## config.mk

```make
export PLATFORM = sky130hd
export DESIGN_NAME = serial_rx_recover
export DESIGN_NICKNAME = d
export VERILOG_FILES = /design/src/rtl/rxr_pkg.sv /design/src/rtl/rxr_sampler.sv /design/src/rtl/rxr_frame.sv /design/src/rtl/rxr_buffer.sv /design/src/rtl/serial_rx_recover.sv
export SDC_FILE = /design/constraint.sdc
export NUM_CORES = 1
export LEC_CHECK = 0
export BUFFER_PORTS_ARGS = -buffer_cell sky130_fd_sc_hd__clkbuf_2
export CORE_ASPECT_RATIO = 0.5
export CORE_MARGIN = 10
export CORE_UTILIZATION = 55
export CTS_BUF_LIST = sky130_fd_sc_hd__clkbuf_4 sky130_fd_sc_hd__clkbuf_8 sky130_fd_sc_hd__clkbuf_16
export CTS_CLUSTER_DIAMETER = 100
export CTS_CLUSTER_SIZE = 10
export DETAILED_ROUTE_END_ITERATION = 6
export PLACE_DENSITY = 0.73
export SLEW_MARGIN = 20
export SYNTH_ARGS = -nofsm -noshare
export SYNTH_HDL_FRONTEND = slang
export SYNTH_SLANG_ARGS = --single-unit
```

## constraint.sdc

```tcl
create_clock -name clk -period 2.2 [get_ports clk]
set_clock_uncertainty 0.2 [all_clocks]
set_input_delay 0.44 -clock clk [delete_from_list [all_inputs] [get_ports clk]]
set_output_delay 0.44 -clock clk [all_outputs]
set_load 0.01 [all_outputs]
```

## src/rtl/rxr_pkg.sv

```systemverilog
package rxr_pkg;

    localparam int MAX_BITS = 9;

    typedef enum logic [2:0] {
        ST_IDLE,
        ST_START,
        ST_DATA,
        ST_PARITY,
        ST_STOP
    } rx_state_e;

    typedef struct packed {
        logic [MAX_BITS-1:0] data;
        logic                ferr;
        logic                perr;
    } rx_char_t;

    function automatic logic [3:0] width_bits(input logic [2:0] code);
        logic [3:0] n;
        unique case (code)
            3'd0:    n = 4'd5;
            3'd1:    n = 4'd6;
            3'd2:    n = 4'd7;
            3'd4:    n = 4'd9;
            default: n = 4'd8;
        endcase
        return n;
    endfunction

endpackage

```

## src/rtl/rxr_sampler.sv

```systemverilog
module rxr_sampler #(
    parameter int OSR = 16
) (
    input  logic clk,
    input  logic rst_n,
    input  logic rx_i,
    input  logic tick_i,
    input  logic dbl_i,
    input  logic busy_i,
    output logic start_o,
    output logic bit_done_o,
    output logic bit_val_o,
    output logic bit_end_o
);
    localparam int CW = $clog2(OSR);
    localparam logic [CW-1:0] LAST_N = CW'(OSR - 1);
    localparam logic [CW-1:0] LAST_D = CW'(OSR / 2 - 1);
    localparam logic [CW-1:0] MID_N  = CW'(OSR / 2);
    localparam logic [CW-1:0] MID_D  = CW'(OSR / 4);

    logic [1:0]    sync_q;
    logic          prev_q;
    logic [CW-1:0] cnt_q;
    logic [1:0]    votes_q;
    logic          rx_s;
    logic [CW-1:0] mid;
    logic [CW-1:0] last;
    logic          in_window;

    assign rx_s      = sync_q[1];
    assign mid       = dbl_i ? MID_D : MID_N;
    assign last      = dbl_i ? LAST_D : LAST_N;
    assign in_window = (cnt_q == mid - 1'b1) || (cnt_q == mid) || (cnt_q == mid + 1'b1);

    assign start_o    = tick_i && !busy_i && prev_q && !rx_s;
    assign bit_done_o = tick_i && busy_i && (cnt_q == mid + 1'b1);
    assign bit_val_o  = (votes_q[1] & votes_q[0]) | (votes_q[1] & rx_s) | (votes_q[0] & rx_s);
    assign bit_end_o  = tick_i && busy_i && (cnt_q == last);

    always_ff @(posedge clk or negedge rst_n) begin
        if (!rst_n) begin
            sync_q  <= 2'b11;
            prev_q  <= 1'b1;
            cnt_q   <= '0;
            votes_q <= 2'b11;
        end else begin
            sync_q <= {sync_q[0], rx_i};
            if (tick_i) begin
                prev_q <= rx_s;
            end
            if (start_o) begin
                cnt_q <= CW'(1);
            end else if (tick_i && busy_i) begin
                cnt_q <= (cnt_q == last) ? '0 : cnt_q + 1'b1;
            end
            if (tick_i && busy_i && in_window) begin
                votes_q <= {votes_q[0], rx_s};
            end
        end
    end

endmodule

```

## src/rtl/rxr_frame.sv

```systemverilog
module rxr_frame
    import rxr_pkg::*;
(
    input  logic       clk,
    input  logic       rst_n,
    input  logic       start_i,
    input  logic       bit_done_i,
    input  logic       bit_val_i,
    input  logic       bit_end_i,
    input  logic [2:0] width_i,
    input  logic [1:0] parity_i,
    output logic       busy_o,
    output logic       push_o,
    output rx_char_t   push_char_o
);
    rx_state_e           state_q, state_d;
    logic [MAX_BITS-1:0] shreg_q;
    logic [3:0]          nbits_q;
    logic                par_bit_q;
    logic [3:0]          nbits;
    logic                par_en;
    logic [MAX_BITS-1:0] aligned;
    logic                par_expect;

    assign nbits      = width_bits(width_i);
    assign par_en     = parity_i[1];
    assign aligned    = shreg_q >> (4'(MAX_BITS) - nbits);
    assign par_expect = parity_i[0] ? ~(^aligned) : (^aligned);
    assign busy_o     = (state_q != ST_IDLE);

    always_ff @(posedge clk or negedge rst_n) begin
        if (!rst_n) begin
            state_q <= ST_IDLE;
        end else begin
            state_q <= state_d;
        end
    end

    always_comb begin
        state_d = state_q;
        unique case (state_q)
            ST_IDLE: begin
                if (start_i) state_d = ST_START;
            end
            ST_START: begin
                if (bit_done_i && bit_val_i) state_d = ST_IDLE;
                else if (bit_end_i)          state_d = ST_DATA;
            end
            ST_DATA: begin
                if (bit_end_i && nbits_q == nbits)
                    state_d = par_en ? ST_PARITY : ST_STOP;
            end
            ST_PARITY: begin
                if (bit_end_i) state_d = ST_STOP;
            end
            ST_STOP: begin
                if (bit_done_i) state_d = ST_IDLE;
            end
            default: state_d = ST_IDLE;
        endcase
    end

    always_ff @(posedge clk or negedge rst_n) begin
        if (!rst_n) begin
            shreg_q     <= '0;
            nbits_q     <= '0;
            par_bit_q   <= 1'b0;
            push_o      <= 1'b0;
            push_char_o <= '0;
        end else begin
            push_o <= 1'b0;
            if (state_q == ST_IDLE && start_i) begin
                nbits_q <= '0;
                shreg_q <= '0;
            end
            if (state_q == ST_DATA && bit_done_i) begin
                shreg_q <= {bit_val_i, shreg_q[MAX_BITS-1:1]};
                nbits_q <= nbits_q + 1'b1;
            end
            if (state_q == ST_PARITY && bit_done_i) begin
                par_bit_q <= bit_val_i;
            end
            if (state_q == ST_STOP && bit_done_i) begin
                push_o           <= 1'b1;
                push_char_o.data <= aligned;
                push_char_o.ferr <= !bit_val_i;
                push_char_o.perr <= par_en && (par_bit_q != par_expect);
            end
        end
    end

    a_r5_store_after_stop: assert property (@(posedge clk) disable iff (!rst_n)
        push_o |-> (state_q == ST_IDLE && $past(state_q) == ST_STOP));

    a_r4_no_perr_unless_parity: assert property (@(posedge clk) disable iff (!rst_n)
        (push_o && !par_en) |-> !push_char_o.perr);

    a_r1_zero_above_width: assert property (@(posedge clk) disable iff (!rst_n)
        push_o |-> ((push_char_o.data >> nbits) == '0));

    a_r2_start_rejected: assert property (@(posedge clk) disable iff (!rst_n)
        (state_q == ST_START && bit_done_i && bit_val_i) |=> (!push_o && !busy_o));

endmodule

```

## src/rtl/rxr_buffer.sv

```systemverilog
module rxr_buffer
    import rxr_pkg::*;
#(
    parameter int DEPTH = 2
) (
    input  logic     clk,
    input  logic     rst_n,
    input  logic     push_i,
    input  rx_char_t push_char_i,
    input  logic     pop_i,
    output rx_char_t head_o,
    output logic     avail_o,
    output logic     ovr_o
);
    localparam int PW = (DEPTH > 1) ? $clog2(DEPTH) : 1;
    localparam int CW = $clog2(DEPTH + 1);
    localparam logic [PW-1:0] PTR_LAST = PW'(DEPTH - 1);
    localparam logic [CW-1:0] FULL     = CW'(DEPTH);

    rx_char_t      mem_q [DEPTH];
    logic [PW-1:0] wr_q, rd_q;
    logic [CW-1:0] count_q;
    logic          ovr_q;
    logic          do_pop, do_push, drop;

    assign do_pop  = pop_i && (count_q != '0);
    assign do_push = push_i && ((count_q != FULL) || do_pop);
    assign drop    = push_i && !do_push;
    assign avail_o = (count_q != '0);
    assign head_o  = avail_o ? mem_q[rd_q] : '0;
    assign ovr_o   = avail_o && ovr_q;

    for (genvar g = 0; g < DEPTH; g++) begin : g_slot
        always_ff @(posedge clk or negedge rst_n) begin
            if (!rst_n) begin
                mem_q[g] <= '0;
            end else if (do_push && wr_q == PW'(g)) begin
                mem_q[g] <= push_char_i;
            end
        end
    end

    always_ff @(posedge clk or negedge rst_n) begin
        if (!rst_n) begin
            wr_q    <= '0;
            rd_q    <= '0;
            count_q <= '0;
            ovr_q   <= 1'b0;
        end else begin
            if (do_push) wr_q <= (wr_q == PTR_LAST) ? '0 : wr_q + 1'b1;
            if (do_pop)  rd_q <= (rd_q == PTR_LAST) ? '0 : rd_q + 1'b1;
            count_q <= count_q + CW'(do_push) - CW'(do_pop);
            if (drop)        ovr_q <= 1'b1;
            else if (do_pop) ovr_q <= 1'b0;
        end
    end

    a_r6_count_bound: assert property (@(posedge clk) disable iff (!rst_n)
        count_q <= FULL);

    a_r7_drop_marks_overrun: assert property (@(posedge clk) disable iff (!rst_n)
        (push_i && count_q == FULL && !pop_i) |=> (ovr_o && count_q == FULL));

endmodule

```

## src/rtl/serial_rx_recover.sv

```systemverilog
module serial_rx_recover
    import rxr_pkg::*;
#(
    parameter int OSR   = 16,
    parameter int DEPTH = 2
) (
    input  logic                clk,
    input  logic                rst_n,
    input  logic                rx_i,
    input  logic                tick_i,
    input  logic                dbl_i,
    input  logic [2:0]          width_i,
    input  logic [1:0]          parity_i,
    input  logic                rd_i,
    output logic [MAX_BITS-1:0] rx_data_o,
    output logic                avail_o,
    output logic                frame_err_o,
    output logic                parity_err_o,
    output logic                overrun_o
);
    logic     start, bit_done, bit_val, bit_end, busy, push;
    rx_char_t push_char, head;

    rxr_sampler #(.OSR(OSR)) u_sampler (
        .clk        (clk),
        .rst_n      (rst_n),
        .rx_i       (rx_i),
        .tick_i     (tick_i),
        .dbl_i      (dbl_i),
        .busy_i     (busy),
        .start_o    (start),
        .bit_done_o (bit_done),
        .bit_val_o  (bit_val),
        .bit_end_o  (bit_end)
    );

    rxr_frame u_frame (
        .clk         (clk),
        .rst_n       (rst_n),
        .start_i     (start),
        .bit_done_i  (bit_done),
        .bit_val_i   (bit_val),
        .bit_end_i   (bit_end),
        .width_i     (width_i),
        .parity_i    (parity_i),
        .busy_o      (busy),
        .push_o      (push),
        .push_char_o (push_char)
    );

    rxr_buffer #(.DEPTH(DEPTH)) u_buffer (
        .clk         (clk),
        .rst_n       (rst_n),
        .push_i      (push),
        .push_char_i (push_char),
        .pop_i       (rd_i),
        .head_o      (head),
        .avail_o     (avail_o),
        .ovr_o       (overrun_o)
    );

    assign rx_data_o    = head.data;
    assign frame_err_o  = head.ferr;
    assign parity_err_o = head.perr;

    a_r8_flags_need_char: assert property (@(posedge clk) disable iff (!rst_n)
        !avail_o |-> !(frame_err_o || parity_err_o || overrun_o || rx_data_o != '0));

endmodule

```

==> results.ini <==
[place]
io_buffers=23
numPlacedInstances=525
dp_hpwl_um=6178
post-place-ws_ns=-0.5551
gp_congestion=0.8757

[timing]
finalCritPeriodShare=1.100
rsz0062_at_grt=yes
hold_ws_ns=0.1459
final.setup.worst_slack_ns=-0.2195
setup-violations-final=1
relSlewSlack=0.6927
worst_slew_pin_slew_ns=0.4610
final_hold_viol_count=0
fmax_ghz=0.4133
final_max_slew_viol_count=0
period_needed_ns=2.419

[power]
leakage_nw=2.335
powerDensity_nw_per_um2=1113
peakVddDrop_v=0.0007460

[logic_synthesis]
synth-seq-area-share=0.4449
synth_area_um2=3670
synth_area_leaders=dfrtp_1 41%, mux2_2 8.6%, nand2_1 4.3%
synth_edf_count=0
synthArstFlopShare=1.000
ys_ff_latch=65
syn_area_per_cell_um2=10.08
yosysWarnings=0
syn_nets=382
synth_flop_cell=dfrtp_1
synth_top_area_frac=0.4091
syn-instance-count=364
ys_types=64
synth_top_area_cell=dfrtp_1

[floorplan]
die_w_um=135.5
io_pins=24
start_util=0.5866
die-height_um=77.76
core_um2=6256
num_rows=20
die-area_um2=10540

[global_route]
antenna_found_initial=0
grt_use_total=0.1702
grt_pass1_vias=3090
grt-ovfl-total=0
grt_pass1_wl_um=14710
grt_start_max_net_pins=66

[critical_path]
crit_path_cell_trace=clkbuf_2 > buf_4 > maj3_4 > a22o_4 > a22oi_2 > xor2_1 > or4_1 > nand3_1 > xnor2_1 > o21ai_1
cp-end-kind=flop
crit_type=input port to flop
critPathMaxStageDelay_ns=0.40
crit_family=compound AO/OA/AOI/OAI gates
path_buf_inv=2
critPathLaunchType=input port
cp.required_ns=2.22
cp_max_fo=7
crit_path_top_delay_cell=or4_1
critPathArrivalTime_ns=2.44

[clocking]
clkTransAtPathRegs_ns=0.06
cts_tree=built
h-tree-depth=3
clk_path_buf_depth=2
clockRootBuffer=clkbuf_16
cts.sink_count=65
insertion_delay_ns=0.33
numCtsBuffers=9

[route]
wl_um=8744
vias_per_cell=5.516
drtPass1Iterations=4
drc=0
via_count=3045
drt_iter0_drc=185
final_antenna_net_count=0
post_drt_wl_per_cell_um=15.84

[layout]
final_cells=552
final_cell_mix=70 x buf_4, 60 x dfrtp_1, 40 x nand2_1
diodes=0
final_layout_size_suffix_gt1_frac=0.3966
fillers=396
nNetsFinal=477
syn_to_final_growth_pct=34.40
mostFrequentLayoutCell=buf_4

[job]
maxCapViolCount=0

[min_path]
hold_class=input port to flop

[run_status]
status=finished with violations
violations=negative setup slack

==> cells in the mapped netlist, types with 8 or more instances <==
| cell | instances |
|---|---|
| xnor2_1 | 9 |
| nor2_1 | 32 |
| dfrtp_1 | 60 |
| o31ai_1 | 14 |
| nor3_1 | 8 |
| nand2_1 | 42 |
| a21oi_1 | 11 |
| mux2i_1 | 13 |
| o21ai_0 | 14 |
| mux2_2 | 28 |
| inv_1 | 21 |
| nand3_1 | 10 |
==> power by group <==
group	leakage [nW]	internal, mW	switching [mW]
Combinational	1.30	1.05	1.08
Clock	0.167	1.12	0.527
Sequential	0.866	1.48	0.228
Total	2.34	3.65	1.84
==> final timing paths <==
path                                     start                endpoint  slack [ns]  cells after the start
min in group asynchronous                rst_n      u_buffer.mem_q[21]        0.45                      3
setup reg to reg            u_frame.shreg_q[8]  u_frame.push_char_o[0]       -0.21                      8
max in group asynchronous                rst_n    u_sampler.votes_q[0]        1.01                      3
hold / removal                            rd_i          u_buffer.ovr_q        0.15                      2
hold reg to reg            u_sampler.sync_q[0]     u_sampler.sync_q[1]        0.16                      0
setup / recovery                    width_i[1]  u_frame.push_char_o[0]       -0.22                     10
==> stage by stage <==
stage / utilization / instance area [um2] / TNS, ns / total power [mW]
3_5_place_dp: 0.7006 / 4383 / -2.128 / 3.676
5_1_grt: 0.7884 / 4932 / -0.3743 / 5.796
3_3_place_gp: 0.7006 / 4383 / -1.693 / 3.594
4_1_cts: 0.7734 / 4838 / -0.1985 / 5.402
2_1_floorplan: - / 3767 / -0.6507 / 2.934
6_report: 0.7884 / 4932 / -0.2195 / 5.489
==> state kept, by name, indices dropped and copies added, names as in the netlist <==
name                 flops
u_sampler.cnt_q          4
u_frame.push_o           1
u_buffer.ovr_q           1
u_frame.nbits_q          4
u_buffer.mem_q          22
u_frame.par_bit_q        1
u_frame.state_q          3
u_buffer.wr_q            1
u_sampler.prev_q         1
u_buffer.rd_q            1
u_buffer.count_q         2
u_frame.shreg_q          9
u_sampler.sync_q         2
u_sampler.votes_q        2
u_frame.push_char_o     11
==> final cells by class <==
cell class / count / area [um2] / share of cell area
Timing Repair Buffer: 101 / 740.7 / 0.1502
Clock inverter: 6 / 115.1 / 0.02334
Tap cell: 88 / 110.1 / 0.02232
Sequential cell: 65 / 1633 / 0.3311
Inverter: 21 / 81.33 / 0.01649
Multi-Input combinational cell: 261 / 2019 / 0.4094
Clock buffer: 10 / 232.7 / 0.04718
==> kinds of logic after synthesis <==
| kind of cell | synth area share |
|---|---|
| AOI/OAI and AO/OA | 0.1442 |
| xor gates and xnor gates | 0.04262 |
| adders and majority gates | 0.02966 |
| buffers and inverters | 0.04876 |
| DFF | 0.4449 |
| muxes | 0.1306 |
| and+or+nand+nor | 0.1592 |
==> routing by layer <==
metal  global-route usage  part of all wire  vias to the layer above
li1                     -                 -                     1470
met1               0.2002              0.45                     1509
met2               0.2842              0.49                       53
met3              0.05784             0.047                       13
met4              0.06197             0.012                        0
met5                    0                 0                        -
==> timing repair <==
item	4_1_cts	5_1_grt
cloned	1	0
hold buffers	2	0
endpoints found under the hold margin	61	0
gates resized for setup	10	16
endpoints found under the setup margin	4	25
pin swaps	13	12
buffers inserted	3	5
Note: power is estimated with default switching activity, not from simulation.
